==> src/rtl/dmasch_pkg.sv <==
// dmasch_pkg: shared constants, types and decode helpers for the DMA
// channel scheduler. Assumes exactly four channels, as the page port map
// is fixed for four.
package dmasch_pkg;

    localparam int NCH  = 4;
    localparam int CH_W = 2;

    typedef logic [CH_W-1:0] chan_t;

    typedef struct packed {
        logic addr_down;
        logic autoinit;
        logic verify;
    } mode_bits_t;

    typedef struct packed {
        logic  valid;
        chan_t chan;
    } port_dec_t;

    // Pull the behaviour bits out of a channel mode byte.
    function automatic mode_bits_t decode_mode(input logic [7:0] m);
        mode_bits_t r;
        r.addr_down = m[5];
        r.autoinit  = m[4];
        r.verify    = (m[3:2] == 2'b00);
        return r;
    endfunction

    // Map page port bits [2:0] onto a channel; dead ports return valid=0.
    function automatic port_dec_t page_port_decode(input logic [2:0] p);
        port_dec_t r;
        r.valid = 1'b1;
        r.chan  = '0;
        unique case (p)
            3'd7:    r.chan = 2'd0;
            3'd3:    r.chan = 2'd1;
            3'd1:    r.chan = 2'd2;
            3'd2:    r.chan = 2'd3;
            default: r.valid = 1'b0;
        endcase
        return r;
    endfunction

endpackage

==> src/rtl/dmasch_page_regs.sv <==
// dmasch_page_regs: low and high page bytes for every channel, reached
// through eight byte ports of which four are dead. Assumes single-byte
// accesses; reads are combinational and have no side effect.
module dmasch_page_regs
    import dmasch_pkg::*;
(
    input  logic               clk,
    input  logic               rst_n,
    input  logic               wr_en,
    input  logic               hi_sel,
    input  logic [2:0]         port,
    input  logic [7:0]         wdata,
    output logic [7:0]         rdata,
    output logic [NCH*8-1:0]   lo_flat,
    output logic [NCH*8-1:0]   hi_flat
);

    logic [7:0] lo_q [NCH];
    logic [7:0] hi_q [NCH];
    port_dec_t  dec;

    // Port decode shared by the write and read paths.
    assign dec = page_port_decode(port);

    // Store a written byte into the selected page byte of a live port.
    always_ff @(posedge clk) begin
        if (!rst_n) begin
            for (int i = 0; i < NCH; i++) begin
                lo_q[i] <= '0;
                hi_q[i] <= '0;
            end
        end else if (wr_en && dec.valid) begin
            if (hi_sel) hi_q[dec.chan] <= wdata;
            else        lo_q[dec.chan] <= wdata;
        end
    end

    // Return the selected byte, or zero for a dead port.
    always_comb begin
        rdata = '0;
        if (dec.valid) rdata = hi_sel ? hi_q[dec.chan] : lo_q[dec.chan];
    end

    // Flatten the page bytes for the address former.
    for (genvar g = 0; g < NCH; g++) begin : g_flat
        assign lo_flat[g*8 +: 8] = lo_q[g];
        assign hi_flat[g*8 +: 8] = hi_q[g];
    end

endmodule

==> src/rtl/dmasch_arbiter.sv <==
// dmasch_arbiter: fixed-priority grant, lowest channel first. Assumes the
// request vector is already registered; a grant is held until beat_ack.
module dmasch_arbiter
    import dmasch_pkg::*;
(
    input  logic           clk,
    input  logic           rst_n,
    input  logic [NCH-1:0] req,
    input  logic [NCH-1:0] mask,
    input  logic           beat_ack,
    output logic           grant_valid,
    output chan_t          grant_chan
);

    logic [NCH-1:0] elig;
    logic           any_elig;
    chan_t          pick;

    // Eligible channels: request pending and not masked.
    assign elig     = req & ~mask;
    assign any_elig = |elig;

    // Lowest-numbered eligible channel wins.
    always_comb begin
        pick = '0;
        for (int i = NCH - 1; i >= 0; i--) begin
            if (elig[i]) pick = chan_t'(i);
        end
    end

    // Take a new decision only when idle or when the held beat completes.
    always_ff @(posedge clk) begin
        if (!rst_n) begin
            grant_valid <= 1'b0;
            grant_chan  <= '0;
        end else if (!grant_valid || beat_ack) begin
            grant_valid <= any_elig;
            grant_chan  <= pick;
        end
    end

endmodule

==> src/rtl/dmasch_beat_counter.sv <==
// dmasch_beat_counter: byte offset of one channel within its block.
// Assumes base_count is stable while the channel transfers; the offset
// wraps to zero on the beat that reaches the block length.
module dmasch_beat_counter #(
    parameter int ADDR_W = 16,
    parameter int WIDE   = 0
) (
    input  logic              clk,
    input  logic              rst_n,
    input  logic [ADDR_W-1:0] base_count,
    input  logic              step_en,
    output logic [ADDR_W-1:0] offset,
    output logic              last_beat
);

    localparam int CNT_W = ADDR_W + 1 + WIDE;

    logic [CNT_W-1:0] off_q;
    logic [CNT_W-1:0] blk_len;
    logic [CNT_W-1:0] step;
    logic [CNT_W-1:0] off_next;

    // Block length in bytes and the bytes moved per beat.
    assign blk_len   = (CNT_W'(base_count) + CNT_W'(1)) << WIDE;
    assign step      = CNT_W'(1) << WIDE;
    assign off_next  = off_q + step;
    assign last_beat = (off_next == blk_len);
    assign offset    = off_q[ADDR_W-1:0];

    // Advance on an acknowledged beat of this channel, wrap at block end.
    always_ff @(posedge clk) begin
        if (!rst_n)        off_q <= '0;
        else if (step_en)  off_q <= last_beat ? '0 : off_next;
    end

endmodule

==> src/rtl/dma_xfer_sched.sv <==
// dma_xfer_sched: picks the DMA channel to service, forms the physical
// address of each beat and flags terminal count. Assumes mode, mask,
// current address and base count come from an external register decode
// and are steady while a channel is granted.
module dma_xfer_sched
    import dmasch_pkg::*;
#(
    parameter int ADDR_W = 16,
    parameter int WIDE   = 0,
    parameter int HI_W   = 7
) (
    input  logic                     clk,
    input  logic                     rst_n,
    input  logic                     pg_wr,
    input  logic                     pg_hi_sel,
    input  logic [2:0]               pg_port,
    input  logic [7:0]               pg_wdata,
    output logic [7:0]               pg_rdata,
    input  logic [3:0]               dreq,
    input  logic [3:0]               chan_mask,
    input  logic [31:0]              chan_mode,
    input  logic [4*ADDR_W-1:0]      cur_addr,
    input  logic [4*ADDR_W-1:0]      base_count,
    input  logic                     beat_ack,
    output logic                     grant_valid,
    output logic [1:0]               grant_chan,
    output logic [HI_W+8+ADDR_W-1:0] phys_addr,
    output logic                     addr_down,
    output logic                     verify_only,
    output logic                     mem_req,
    output logic                     autoinit,
    output logic [3:0]               tc_pulse
);

    localparam int PA_W = HI_W + 8 + ADDR_W;

    logic [NCH-1:0]     req_q;
    logic [NCH*8-1:0]   pg_lo_flat;
    logic [NCH*8-1:0]   pg_hi_flat;
    logic [ADDR_W-1:0]  offs [NCH];
    logic [NCH-1:0]     last_beat;
    logic [NCH-1:0]     step_en;
    mode_bits_t         mode_g;
    logic [ADDR_W-1:0]  cur_g;
    logic [ADDR_W-1:0]  addr_lo;
    logic [7:0]         pg_lo_g;
    logic [7:0]         pg_hi_g;

    // Request bits track the peripheral request levels.
    always_ff @(posedge clk) begin
        if (!rst_n) req_q <= '0;
        else        req_q <= dreq;
    end

    dmasch_page_regs i_page (
        .clk     (clk),
        .rst_n   (rst_n),
        .wr_en   (pg_wr),
        .hi_sel  (pg_hi_sel),
        .port    (pg_port),
        .wdata   (pg_wdata),
        .rdata   (pg_rdata),
        .lo_flat (pg_lo_flat),
        .hi_flat (pg_hi_flat)
    );

    dmasch_arbiter i_arb (
        .clk         (clk),
        .rst_n       (rst_n),
        .req         (req_q),
        .mask        (chan_mask),
        .beat_ack    (beat_ack),
        .grant_valid (grant_valid),
        .grant_chan  (grant_chan)
    );

    // One offset counter per channel, stepped only by its own beats.
    for (genvar g = 0; g < NCH; g++) begin : g_cnt
        assign step_en[g] = beat_ack && grant_valid && (grant_chan == chan_t'(g));

        dmasch_beat_counter #(.ADDR_W(ADDR_W), .WIDE(WIDE)) i_cnt (
            .clk        (clk),
            .rst_n      (rst_n),
            .base_count (base_count[g*ADDR_W +: ADDR_W]),
            .step_en    (step_en[g]),
            .offset     (offs[g]),
            .last_beat  (last_beat[g])
        );

        // Terminal count coincides with the acknowledge of the final beat.
        assign tc_pulse[g] = step_en[g] && last_beat[g];
    end

    // Select the granted channel's mode, address and page bytes.
    assign mode_g  = decode_mode(chan_mode[grant_chan*8 +: 8]);
    assign cur_g   = cur_addr[grant_chan*ADDR_W +: ADDR_W];
    assign pg_lo_g = pg_lo_flat[grant_chan*8 +: 8];
    assign pg_hi_g = pg_hi_flat[grant_chan*8 +: 8];

    // Walk the low address up or down by the channel's offset.
    assign addr_lo = mode_g.addr_down ? (cur_g - offs[grant_chan])
                                      : (cur_g + offs[grant_chan]);

    // Drive the beat outputs only while a grant is held.
    always_comb begin
        phys_addr   = '0;
        addr_down   = 1'b0;
        verify_only = 1'b0;
        mem_req     = 1'b0;
        autoinit    = 1'b0;
        if (grant_valid) begin
            phys_addr   = PA_W'({pg_hi_g[HI_W-1:0], pg_lo_g, addr_lo});
            addr_down   = mode_g.addr_down;
            verify_only = mode_g.verify;
            mem_req     = !mode_g.verify;
            autoinit    = mode_g.autoinit;
        end
    end

endmodule

==> config.mk <==
export PLATFORM = sky130hd
export DESIGN_NAME = dma_xfer_sched
export DESIGN_NICKNAME = d
export VERILOG_FILES = /design/src/rtl/dmasch_pkg.sv /design/src/rtl/dmasch_page_regs.sv /design/src/rtl/dmasch_arbiter.sv /design/src/rtl/dmasch_beat_counter.sv /design/src/rtl/dma_xfer_sched.sv
export SDC_FILE = /design/constraint.sdc
export NUM_CORES = 1
export LEC_CHECK = 0
export CORE_MARGIN = 4
export CORE_UTILIZATION = 47
export DETAILED_ROUTE_END_ITERATION = 12
export HOLD_SLACK_MARGIN = 0.08
export PLACE_DENSITY = 0.7
export SLEW_MARGIN = 20
export SYNTH_ARGS = -nofsm -noshare
export SYNTH_HDL_FRONTEND = slang
export SYNTH_SLANG_ARGS = --single-unit
==> constraint.sdc <==
create_clock -name clk -period 7.3 [get_ports clk]
set_input_delay 1.46 -clock clk [delete_from_list [all_inputs] [get_ports clk]]
set_output_delay 1.46 -clock clk [all_outputs]
set_load 0.05 [all_outputs]
==> impl_metrics.csv <==
group,metric,value,unit
status,status,"completed",
sta,slew_headroom,28.9,%
synthesis,synth_most_common_cell,"nor2_1",
clocking,numCtsBuffers,17,
synthesis,synthTopCellsByCount,"nor2_1, nand2_1, xnor2_1",
detailed_routing,via_count,12000,
sta,setup_viol,0,
pwr,max-vdd-ir-drop,175,uV
sta,rsz0062_at_grt,"no",
synthesis,synth-main-ff-cell,"dfxtp_1",
clocking,root_buffer,"clkbuf_16",
detailed_routing,avgViaCountPerCell,6.15,
detailed_routing,drc_errors,0,
detailed_routing,dr.pass1.iters,5,
cells_and_area,seq_area,0.00343,sq mm
pwr,p_per_area,156,mW/mm^2
synthesis,yosysTopAreaCellShare,15.8,%
sta,worst_slack,0.344,ns
placed_design,pre_cts_ws,0.381,ns
global_routing,grt_use_total,26.8,%
clocking,postCtsSetupRepairBufs,0,
setup_path,cp.arrival,5.50,ns
synthesis,synth_cell_type_count,75,
synthesis,yosys_register_bits,139,
detailed_routing,routed_wirelength,39.2,mm
clocking,cts.repair.resized,0,
sta,fin_skew,0.00928,ns
synthesis,synth-edff-count,64,
floorplan,io_pins,234,
floorplan,coreArea,0.0253,sq mm
synthesis,yosysWarnings,0,
cells_and_area,drive_above_1_share,8.73,%
clocking,tritoncts,"yes",
setup_path,crit_path_end_kind,"output pin",
cells_and_area,antenna_cells,0,
sta,fin_hold_ws,0.472,ns
clocking,clkSinkCount,139,
synthesis,yosysTopAreaCell,"edfxtp_1",
placed_design,gp_congestion,0.900,
placed_design,dpl.hpwl,29.7,mm
floorplan,fp-row-count,58,
synthesis,synth_area_leaders,"edfxtp_1, dfxtp_1, mux4_2",
sta,max_freq,144,MHz
clocking,cts_hold_buf,0,
cells_and_area,areaGrowthSynthToFinish,24.4,%
clocking,cts.path.max_buffers,2,
global_routing,grt-ovfl-total,0,
synthesis,yosysSeqAreaShare,28.1,%
synthesis,synth_nets,1660,
floorplan,die_area,0.0286,sq mm
clocking,cts_max_level,4,
cells_and_area,multi_input_area,0.00824,sq mm
synthesis,synth_async_sr_flop_share,0,%
synthesis,syn_area,0.0122,sq mm
sta,min_period,6.96,ns
global_routing,grt_max_degree,77,
cells_and_area,fillCellCount,2203,
synthesis,synth_area_per_cell,8.41,sq um
cells_and_area,nNetsFinal,1823,
detailed_routing,wire_per_inst,20.1,um
sta,worst_slew_pin_slew,1.05,ns
floorplan,die_x,169,um
sta,finalSetupTns,0,ns
setup_path,worstSetupPathType,"input pin to output pin",
sta,hold_violations,0,
run,max-cap-violations,0,
floorplan,die_h,169,um
setup_path,required,5.84,ns
sta,drv_slew,0,
global_routing,grt_pass1_wl,61.4,mm
floorplan,initial_core_util,48.2,%
clocking,clk_latency,0.43,ns
synthesis,syn_inst,1451,
setup_path,path_max_fanout,16,
global_routing,antenna_found_initial,1,
placed_design,port_buffers,217,
detailed_routing,ant_nets,0,
detailed_routing,dr.first_iter.drc_count,1151,
global_routing,grt_pass1_vias,11400,
pwr,power_leakage,0.00534,uW
clocking,cts.clk_slew.worst_paths,0.06,ns
sta,fin_crit_sh,95.3,%
hold_path,min_path_type,"flop to flop",
setup_path,startpoint_type,"input pin",
-- registers in the layout, summed over array words and instances, names as in the netlist --
register	flops
i_arb.grant_chan	2
i_arb.grant_valid	1
req_q	4
g_cnt.i_cnt.off_q	68
i_page.lo_q	32
i_page.hi_q	32
-- logic make-up after synthesis --
| family | count (synthesis) | synth area share, % |
|---|---|---|
| adder cells (fa/ha/maj) | 25 | 2.63 |
| AO/OA/AOI/OAI | 249 | 13.3 |
| XOR/XNOR | 174 | 13.5 |
| AND/OR/NAND/NOR | 668 | 28.3 |
| multiplexers | 56 | 9.65 |
| flip-flops | 139 | 28.1 |
| buffers and inverters | 140 | 4.48 |
-- worst max-delay path, cell delays in order --
cell	delay, ns
clkdlybuf4s50_1	0.39
mux4_2	0.67
mux2_2	0.38
fa_1	0.43
nor2b_1	0.15
o21ai_0	0.12
a21boi_0	0.29
o21a_1	0.19
o21a_1	0.13
o21ai_0	0.10
nor3b_1	0.16
nor3_1	0.16
clkdlybuf4s50_1	0.87
-- routing by layer --
layer	wire [um]	vias to the layer above	GRT usage, %
met5	48	-	0
met4	816	2	7.70
met3	3130	62	4.58
met2	18200	524	43.2
met1	17000	5736	37.3
li1	-	5713	-
-- worst paths after layout --
kind	from	end	slack [ns]	cells past startpoint
worst max register to register	g_cnt[3].i_cnt.off_q[0]	g_cnt[3].i_cnt.off_q[7]	3.93	10
worst min register to register	g_cnt[0].i_cnt.off_q[16]	g_cnt[0].i_cnt.off_q[16]	0.47	2
worst min-delay path	g_cnt[0].i_cnt.off_q[16]	g_cnt[0].i_cnt.off_q[16]	0.47	2
worst max-delay path	chan_mode[29]	phys_addr[8]	0.34	13
-- layout make-up --
| class | count | share of cell area [%] |
|---|---|---|
| Tap cell | 330 | 2.72 |
| Inverter | 39 | 0.965 |
| Clock inverter | 14 | 0.957 |
| Sequential cell | 139 | 22.6 |
| Timing Repair Buffer | 245 | 15.7 |
| Clock buffer | 17 | 2.80 |
| Multi-Input combinational cell | 1172 | 54.3 |
-- stage by stage --
| step | total power, uW | area [sq um] | instances | util [%] |
|---|---|---|---|---|
| 4_1_cts | 2370 | 15200 | 1956 | 59.9 |
| 2_1_floorplan | 1270 | 12200 | 1451 | - |
| 3_5_place_dp | 1530 | 14600 | 1925 | 57.7 |
| 6_report | 2360 | 15200 | 1956 | 59.9 |
| 5_1_grt | 2450 | 15200 | 1956 | 59.9 |
| 3_3_place_gp | 1520 | 14600 | 1925 | 57.7 |
-- cell usage in the layout, fill, tap and decap left out, types with 32 or more instances in the layout --
cell	instances
a21oi_1	44
and3_1	41
buf_4	32
clkdlybuf4s50_1	211
dfxtp_1	73
edfxtp_1	64
inv_1	37
mux4_2	49
nand2_1	129
nand3_1	72
nand4_1	38
nor2_1	163
nor3_1	67
o21ai_0	67
xnor2_1	117
xor2_1	48
-- report_power, final --
group          internal (uW)  switching (uW)
Combinational            289             366
Clock                    500             346
Sequential               842            21.3
(Power assumes the default switching activity.)
